$ cat src/rtl/fir_de_pkg.sv
package fir_de_pkg;

   // Register stages from sample capture to result.
   localparam int FIR_STAGES = 4;

   // Stage s clocks on the falling edge only in dual-edge mode, and only on odd stages.
   function automatic bit stage_on_fall(input bit dual, input int stage);
      return dual && ((stage % 2) == 1);
   endfunction

   // Input-valid to output-valid distance, counted in rising-edge samples.
   function automatic int valid_lag(input bit dual);
      return dual ? 2 : 4;
   endfunction

endpackage

$ cat src/rtl/edge_pipe_reg.sv
module edge_pipe_reg #(
   parameter int W       = 8,
   parameter bit ON_FALL = 1'b0
) (
   input  logic         clk,
   input  logic         rst,
   input  logic         en,
   input  logic [W-1:0] d,
   output logic [W-1:0] q
);

   if (W < 1) begin : g_bad_w
      $error("edge_pipe_reg: W must be at least 1");
   end

   if (ON_FALL) begin : g_fall
      always_ff @(negedge clk) begin
         if (rst)     q <= '0;
         else if (en) q <= d;
      end
      // a stage register with its enable low keeps its contents
      assert_stage_hold_R6: assert property (@(negedge clk) disable iff (rst)
         !en |=> $stable(q));
   end else begin : g_rise
      always_ff @(posedge clk) begin
         if (rst)     q <= '0;
         else if (en) q <= d;
      end
      // a stage register with its enable low keeps its contents
      assert_stage_hold_R6: assert property (@(posedge clk) disable iff (rst)
         !en |=> $stable(q));
   end

endmodule

$ cat src/rtl/fir_tap_chain.sv
module fir_tap_chain #(
   parameter int DATA_W = 16,
   parameter int TAPS   = 4
) (
   input  logic                   clk,
   input  logic                   rst,
   input  logic                   shift_en,
   input  logic [DATA_W-1:0]      din,
   output logic [TAPS*DATA_W-1:0] taps
);

   // Slot 0 is the capture register; slot k holds the sample accepted k samples earlier.
   for (genvar k = 0; k < TAPS; k++) begin : g_slot
      logic [DATA_W-1:0] slot_d;
      if (k == 0) begin : g_head
         assign slot_d = din;
      end else begin : g_body
         assign slot_d = taps[(k-1)*DATA_W +: DATA_W];
      end
      edge_pipe_reg #(.W(DATA_W), .ON_FALL(1'b0)) u_slot (
         .clk (clk),
         .rst (rst),
         .en  (shift_en),
         .d   (slot_d),
         .q   (taps[k*DATA_W +: DATA_W])
      );
   end

endmodule

$ cat src/rtl/fir_product_stage.sv
module fir_product_stage #(
   parameter int DATA_W  = 16,
   parameter int COEF_W  = 16,
   parameter int TAPS    = 4,
   parameter bit ON_FALL = 1'b1,
   localparam int PROD_W = DATA_W + COEF_W
) (
   input  logic                   clk,
   input  logic                   rst,
   input  logic                   en,
   input  logic [TAPS*DATA_W-1:0] taps,
   input  logic [TAPS*COEF_W-1:0] coefs,
   output logic [TAPS*PROD_W-1:0] prods
);

   for (genvar k = 0; k < TAPS; k++) begin : g_mul
      logic signed [DATA_W-1:0] xs;
      logic signed [COEF_W-1:0] hs;
      logic signed [PROD_W-1:0] pk;
      assign xs = taps[k*DATA_W +: DATA_W];
      assign hs = coefs[k*COEF_W +: COEF_W];
      assign pk = PROD_W'(xs) * PROD_W'(hs);
      edge_pipe_reg #(.W(PROD_W), .ON_FALL(ON_FALL)) u_prod (
         .clk (clk),
         .rst (rst),
         .en  (en),
         .d   (pk),
         .q   (prods[k*PROD_W +: PROD_W])
      );
   end

endmodule

$ cat src/rtl/fir_pair_stage.sv
module fir_pair_stage #(
   parameter int PROD_W  = 32,
   parameter int TAPS    = 4,
   parameter bit ON_FALL = 1'b0,
   localparam int PAIRS  = TAPS / 2,
   localparam int PAIR_W = PROD_W + 1
) (
   input  logic                    clk,
   input  logic                    rst,
   input  logic                    en,
   input  logic [TAPS*PROD_W-1:0]  prods,
   output logic [PAIRS*PAIR_W-1:0] pairs
);

   for (genvar j = 0; j < PAIRS; j++) begin : g_pair
      logic signed [PROD_W-1:0] lo;
      logic signed [PROD_W-1:0] hi;
      logic signed [PAIR_W-1:0] sj;
      assign lo = prods[(2*j)*PROD_W   +: PROD_W];
      assign hi = prods[(2*j+1)*PROD_W +: PROD_W];
      assign sj = PAIR_W'(lo) + PAIR_W'(hi);
      edge_pipe_reg #(.W(PAIR_W), .ON_FALL(ON_FALL)) u_sum (
         .clk (clk),
         .rst (rst),
         .en  (en),
         .d   (sj),
         .q   (pairs[j*PAIR_W +: PAIR_W])
      );
   end

endmodule

$ cat src/rtl/fir_final_stage.sv
module fir_final_stage #(
   parameter int PAIR_W  = 33,
   parameter int PAIRS   = 2,
   parameter int ACC_W   = 34,
   parameter bit ON_FALL = 1'b1
) (
   input  logic                    clk,
   input  logic                    rst,
   input  logic                    en,
   input  logic [PAIRS*PAIR_W-1:0] pairs,
   output logic [ACC_W-1:0]        acc_q
);

   if (ACC_W < PAIR_W) begin : g_bad_acc
      $error("fir_final_stage: ACC_W narrower than a pair sum");
   end

   logic signed [PAIR_W-1:0] pr [PAIRS];
   logic signed [ACC_W-1:0]  acc_d;

   for (genvar j = 0; j < PAIRS; j++) begin : g_unpack
      assign pr[j] = pairs[j*PAIR_W +: PAIR_W];
   end

   always_comb begin
      acc_d = '0;
      for (int j = 0; j < PAIRS; j++) begin
         acc_d = acc_d + ACC_W'(pr[j]);
      end
   end

   edge_pipe_reg #(.W(ACC_W), .ON_FALL(ON_FALL)) u_acc (
      .clk (clk),
      .rst (rst),
      .en  (en),
      .d   (acc_d),
      .q   (acc_q)
   );

endmodule

$ cat src/rtl/dual_edge_fir.sv
module dual_edge_fir
   import fir_de_pkg::*;
#(
   parameter int DATA_W    = 16,
   parameter int COEF_W    = 16,
   parameter int TAPS      = 4,
   parameter bit DUAL_EDGE = 1'b1,
   localparam int PROD_W   = DATA_W + COEF_W,
   localparam int ACC_W    = PROD_W + $clog2(TAPS)
) (
   input  logic                   clk,
   input  logic                   rst,
   input  logic                   in_valid,
   input  logic [DATA_W-1:0]      in_x,
   input  logic [TAPS*COEF_W-1:0] coefs,
   output logic                   out_valid,
   output logic [ACC_W-1:0]       out_y
);

   localparam int PAIRS  = TAPS / 2;
   localparam int PAIR_W = PROD_W + 1;
   localparam int LAG    = valid_lag(DUAL_EDGE);

   if (TAPS < 4 || (TAPS % 2) != 0) begin : g_bad_taps
      $error("dual_edge_fir: TAPS must be even and at least 4");
   end
   if (DATA_W < 2 || COEF_W < 2) begin : g_bad_width
      $error("dual_edge_fir: sample and coefficient widths must be at least 2");
   end

   // vld[s] qualifies the input of stage s; vld[FIR_STAGES] is the output flag.
   logic [FIR_STAGES:0]      vld;
   logic [TAPS*DATA_W-1:0]   taps;
   logic [TAPS*PROD_W-1:0]   prods;
   logic [PAIRS*PAIR_W-1:0]  pairs;

   assign vld[0] = in_valid;

   for (genvar s = 0; s < FIR_STAGES; s++) begin : g_vld
      edge_pipe_reg #(.W(1), .ON_FALL(stage_on_fall(DUAL_EDGE, s))) u_v (
         .clk (clk),
         .rst (rst),
         .en  (1'b1),
         .d   (vld[s]),
         .q   (vld[s+1])
      );
   end

   fir_tap_chain #(.DATA_W(DATA_W), .TAPS(TAPS)) u_taps (
      .clk      (clk),
      .rst      (rst),
      .shift_en (vld[0]),
      .din      (in_x),
      .taps     (taps)
   );

   fir_product_stage #(
      .DATA_W  (DATA_W),
      .COEF_W  (COEF_W),
      .TAPS    (TAPS),
      .ON_FALL (stage_on_fall(DUAL_EDGE, 1))
   ) u_prod (
      .clk   (clk),
      .rst   (rst),
      .en    (vld[1]),
      .taps  (taps),
      .coefs (coefs),
      .prods (prods)
   );

   fir_pair_stage #(
      .PROD_W  (PROD_W),
      .TAPS    (TAPS),
      .ON_FALL (stage_on_fall(DUAL_EDGE, 2))
   ) u_pair (
      .clk   (clk),
      .rst   (rst),
      .en    (vld[2]),
      .prods (prods),
      .pairs (pairs)
   );

   fir_final_stage #(
      .PAIR_W  (PAIR_W),
      .PAIRS   (PAIRS),
      .ACC_W   (ACC_W),
      .ON_FALL (stage_on_fall(DUAL_EDGE, 3))
   ) u_final (
      .clk   (clk),
      .rst   (rst),
      .en    (vld[3]),
      .pairs (pairs),
      .acc_q (out_y)
   );

   assign out_valid = vld[FIR_STAGES];

   // ---------------- assertions ----------------
   // Count of rising edges since reset, saturating, used to keep $past inside post-reset history.
   logic [2:0] rst_age;
   always_ff @(posedge clk) begin
      if (rst)                rst_age <= '0;
      else if (rst_age != '1) rst_age <= rst_age + 3'd1;
   end

   localparam logic signed [ACC_W-1:0] OUT_MAX = ACC_W'(TAPS) <<< (PROD_W - 2);
   logic signed [ACC_W-1:0] y_s;
   assign y_s = out_y;

   if (DUAL_EDGE) begin : g_lat_dual
      // the output flag follows the input strobe by 1.5 cycles (two rising samples)
      assert_valid_latency_R3: assert property (@(posedge clk) disable iff (rst)
         (int'(rst_age) > LAG) |-> (out_valid == $past(in_valid, 2)));
   end else begin : g_lat_single
      // the output flag follows the input strobe by 3 cycles (four rising samples)
      assert_valid_latency_R4: assert property (@(posedge clk) disable iff (rst)
         (int'(rst_age) > LAG) |-> (out_valid == $past(in_valid, 4)));
   end

   // result holds while no result is valid
   assert_output_hold_R6: assert property (@(posedge clk) disable iff (rst)
      (rst_age != '0 && !out_valid) |-> $stable(out_y));

   // a valid result stays within the full-scale bound of TAPS products
   assert_no_overflow_R8: assert property (@(posedge clk) disable iff (rst)
      out_valid |-> (y_s <= OUT_MAX && y_s >= -OUT_MAX));

endmodule

$ cat config.mk
export PLATFORM = sky130hd
export DESIGN_NAME = dual_edge_fir
export DESIGN_NICKNAME = d
export VERILOG_FILES = /design/src/rtl/fir_de_pkg.sv /design/src/rtl/edge_pipe_reg.sv /design/src/rtl/fir_tap_chain.sv /design/src/rtl/fir_product_stage.sv /design/src/rtl/fir_pair_stage.sv /design/src/rtl/fir_final_stage.sv /design/src/rtl/dual_edge_fir.sv
export SDC_FILE = /design/constraint.sdc
export NUM_CORES = 2
export LEC_CHECK = 0
export BUFFER_PORTS_ARGS = -buffer_cell sky130_fd_sc_hd__buf_2
export CORE_AREA = 2 2 336 338
export CTS_BUF_LIST = sky130_fd_sc_hd__clkbuf_2 sky130_fd_sc_hd__clkbuf_4 sky130_fd_sc_hd__clkbuf_8
export CTS_CLUSTER_DIAMETER = 40
export DETAILED_ROUTE_END_ITERATION = 10
export DIE_AREA = 0 0 338 340
export HOLD_SLACK_MARGIN = 0.02
export PLACE_DENSITY = 0.66
export SYNTH_ARGS = -nofsm -noshare
export SYNTH_HDL_FRONTEND = slang
export SYNTH_HIERARCHICAL = 1
export SYNTH_SLANG_ARGS = --single-unit
$ cat constraint.sdc
create_clock -name clk -period 15.4 [get_ports clk]
set_input_delay 0.77 -clock clk [delete_from_list [all_inputs] [get_ports clk]]
set_output_delay 0.77 -clock clk [all_outputs]
set_load 0.01 [all_outputs]
==> flow_metrics.env <==
export IMPL_grt_setup_unrepaired="no"
export IMPL_timing_critical_path_arrival_ns=7.45
export IMPL_fin_tns_setup_ns=0
export IMPL_synthMostInstantiatedCell="sky130_fd_sc_hd__inv_1"
export IMPL_cellLeakagePower_nw=30.03
export IMPL_postPlaceCellArea_mm2=0.05685
export IMPL_dieHeight_um=340
export IMPL_timing_worst_slew_pin_value_ns=1.176
export IMPL_overflow=0
export IMPL_synth_edff_count=0
export IMPL_routed_wire_per_std_cell_um=17.51
export IMPL_vias_per_cell=5.208
export IMPL_startpoint_type="flip-flop"
export IMPL_cts_sinks=296
export IMPL_timing_clock_skew_ns=0.03242
export IMPL_ios=118
export IMPL_via_count=40390
export IMPL_post_synth_top_area_cell="sky130_fd_sc_hd__fa_1"
export IMPL_crit_path_end_kind="flip-flop"
export IMPL_place_congestion=0.9268
export IMPL_drc_errors=0
export IMPL_required_ns=8.18
export IMPL_hold_ws_ns=0.3699
export IMPL_yosys_top_cells_count="1186 x sky130_fd_sc_hd__inv_1, 1051 x sky130_fd_sc_hd__fa_1, 579 x sky130_fd_sc_hd__nand2_1, 508 x sky130_fd_sc_hd__and2_1, 447 x sky130_fd_sc_hd__nor2_1"
export IMPL_synth_top_cells_by_area="sky130_fd_sc_hd__fa_1 38%, sky130_fd_sc_hd__dfxtp_1 11%, sky130_fd_sc_hd__ha_1 9.6%, sky130_fd_sc_hd__inv_1 8.1%, sky130_fd_sc_hd__and2_1 5.8%"
export IMPL_detail_route_first_pass_iterations=6
export IMPL_worstHoldEndpoint="u_taps/g_slot[0].u_slot/q[15]"
export IMPL_die_area_mm2=0.1149
export IMPL_cellPowerDensity_mw_per_mm2=74.20
export IMPL_sequential_cell_area_mm2=0.005934
export IMPL_ys_async_sr_fraction_pct=0
export IMPL_numCtsBuffers=66
export IMPL_ys_warnings_count=6
export IMPL_hpwl_um=111100
export IMPL_yosysUniqueCellTypes=99
export IMPL_worstSetupPathType="flip-flop to flip-flop"
export IMPL_slew_violations=0
export IMPL_clock_insertion_delay_worst_skew_ns=0.65
export IMPL_cts_clk_slew_worst_paths_ns=0.06
export IMPL_drive_gt1_share_pct=5.537
export IMPL_routed_wirelength_um=135800
export IMPL_grt_pass1_vias=42780
export IMPL_clock_tree_buffer_depth=3
export IMPL_gr_usage_all_layers_pct=24.27
export IMPL_regToRegStartpoint="u_taps/g_slot[3].u_slot/q[7]"
export IMPL_start_util_pct=49.53
export IMPL_hold_path_depth=3
export IMPL_path_max_fanout=17
export IMPL_yosys_most_used_dff="sky130_fd_sc_hd__dfxtp_1"
export IMPL_postCtsSetupRepairBufs=0
export IMPL_holdBufCountCts=0
export IMPL_chipWidth_um=338
export IMPL_area_growth_pct=6.600
export IMPL_antenna_found_initial=7
export IMPL_peakVddDrop_mv=0.09278
export IMPL_layout_fillers=10350
export IMPL_grt_pass1_wl_um=224000
export IMPL_timing_max_cap_violations=0
export IMPL_postSynthCellCount=6012
export IMPL_area_of_the_multi_input_gates_mm2=0.04350
export IMPL_max_slew_margin_rel_pct=21.62
export IMPL_rrSetupSlack_ns=0.73
export IMPL_synthesis_area_mm2=0.05526
export IMPL_hold_start="in_x[15]"
export IMPL_fp_coreArea_mm2=0.1116
export IMPL_grt_start_max_net_pins=177
export IMPL_r2r_cell_count=24
export IMPL_detailedRoute_firstIterationViolations=2231
export IMPL_synth_area_per_cell_um2=9.192
export IMPL_min_setup_slack_post_route_ns=0.7344
export IMPL_run_status="finished, final reports clean"
export IMPL_number_of_rows_created_at_floorplan=123
export IMPL_finalInstanceArea_mm2=0.05891
export IMPL_synth_top_area_share_pct=38.07
export IMPL_port_buffers=117
export IMPL_htree_num_levels=3
export IMPL_setup_violations=0
export IMPL_clock_tree_root_cell="sky130_fd_sc_hd__clkbuf_8"
export IMPL_layout_nets=7756
export IMPL_min_delay_path_class="primary input to flip-flop"
export IMPL_antenna_left=0
export IMPL_post_place_ws_ns=0.4556
export IMPL_synth_sequential_area_ratio_pct=10.72
export IMPL_post_cts_resized=0
export IMPL_final_count_of_hold_timing_violations=0
export IMPL_cts_tree="built"
export IMPL_postSynthRegisterBits=296
export IMPL_critical_path_reg2reg_endpoint="u_prod/g_mul[3].u_prod/q[31]"
[worst max path at each step]
stage                                   from  cells past startpoint  slack, ns                            to
3_5_place_dp                        coefs[1]                     23       0.46  u_prod/g_mul[0].u_prod/q[31]
4_1_cts        u_taps/g_slot[2].u_slot/q[15]                     22       0.73  u_prod/g_mul[2].u_prod/q[31]
5_1_grt         u_taps/g_slot[3].u_slot/q[7]                     24       0.24  u_prod/g_mul[3].u_prod/q[31]
6_report        u_taps/g_slot[3].u_slot/q[7]                     24       0.73  u_prod/g_mul[3].u_prod/q[31]
3_3_place_gp                        coefs[1]                     23       0.58  u_prod/g_mul[0].u_prod/q[31]
2_1_floorplan                       coefs[1]                     24       1.03  u_prod/g_mul[0].u_prod/q[31]
[power breakdown]
part | total [mW] | internal [mW] | switching (mW)
sequential | 0.880 | 0.816 | 0.0642
combinational | 2.35 | 0.993 | 1.36
clock | 1.14 | 0.611 | 0.526
[layout make-up]
type | instances | area share, %
Inverter | 1179 | 7.512
Tap cell | 1500 | 3.186
Clock buffer | 71 | 1.616
Sequential cell | 296 | 10.07
Timing Repair Buffer | 180 | 1.839
Clock inverter | 213 | 1.903
Multi-Input combinational cell | 4310 | 73.85
Antenna cell | 5 | 0.02124
[state kept, by name (all words and copies together), names as in the netlist]
signal,cells
g_vld.u_v/q,4
u_final/u_acc/q,34
u_pair/g_pair.u_sum/q,66
u_prod/g_mul.u_prod/q,128
u_taps/g_slot.u_slot/q,64
[cell families (layout without fill, tap and decap cells)]
kind of cell               count (synthesis)  count (layout)  share of synthesized area [%]
and+or+nand+nor                         1739            1739                          15.02
adders and majority gates               1476            1476                          47.70
buffers and inverters                   1409            1643                          10.58
AOI/OAI and AO/OA                        563             563                          6.937
muxes                                    297             297                          5.382
DFF                                      296             296                          10.72
xor gates and xnor gates                 231             231                          3.661
other                                      1               9                       0.006786
[cells in the final DEF, fill, tap and decap left out, drive strengths merged, types with 6 or more instances in the layout]
cell type,count
a2111oi,6
a211oi,29
a21boi,6
a21o,74
a21oi,172
a221oi,9
a311oi,6
a31oi,17
and2,510
and3,16
and4,8
buf,180
bufinv,7
clkbuf,71
clkinv,18
clkinvlp,9
dfxtp,296
fa,1051
ha,425
inv,1358
mux2i,296
nand2,579
nand2b,30
nand3,36
nand4,28
nor2,447
nor2b,21
nor3,27
o211ai,23
o21a,35
o21ai,105
o21bai,20
o31ai,7
or2,11
or3,7
xnor2,173
xor2,58
[metal layers]
metal	track usage, %	part of all wire, %
met5	0	0.038
met4	6.250	2.2
met3	3.310	4.5
met1	32.56	44
met2	41.30	50
[per-stage QoR]
step | cells | power [mW] | utilization, %
global placement | 7472 | 3.268 | 50.95
global route | 7752 | 4.785 | 52.79
finish | 7754 | 4.371 | 52.80
floorplan | 6015 | 2.753 | -
detailed placement | 7472 | 3.298 | 50.95
CTS | 7749 | 4.411 | 52.79
[critical path: stages, from the launching register on]
cell and delay [ns]:
sky130_fd_sc_hd__dfxtp_1 0.93, sky130_fd_sc_hd__nand2_1 0.19, sky130_fd_sc_hd__fa_1 0.58, sky130_fd_sc_hd__inv_1 0.05
sky130_fd_sc_hd__fa_1 0.49, sky130_fd_sc_hd__inv_1 0.06, sky130_fd_sc_hd__fa_1 0.55, sky130_fd_sc_hd__inv_1 0.06
sky130_fd_sc_hd__fa_1 0.51, sky130_fd_sc_hd__fa_1 0.54, sky130_fd_sc_hd__inv_1 0.06, sky130_fd_sc_hd__fa_1 0.47
sky130_fd_sc_hd__inv_1 0.04, sky130_fd_sc_hd__ha_1 0.37, sky130_fd_sc_hd__o21a_1 0.14, sky130_fd_sc_hd__o21ai_0 0.22
sky130_fd_sc_hd__a2111oi_0 0.14, sky130_fd_sc_hd__o21ai_1 0.18, sky130_fd_sc_hd__a21oi_1 0.13, sky130_fd_sc_hd__or3_1 0.40
sky130_fd_sc_hd__a41o_1 0.23, sky130_fd_sc_hd__a21oi_2 0.15, sky130_fd_sc_hd__xnor2_1 0.08, sky130_fd_sc_hd__mux2i_1 0.15
sky130_fd_sc_hd__nor2_1 0.06
Note: power is estimated with default switching activity, not from simulation.
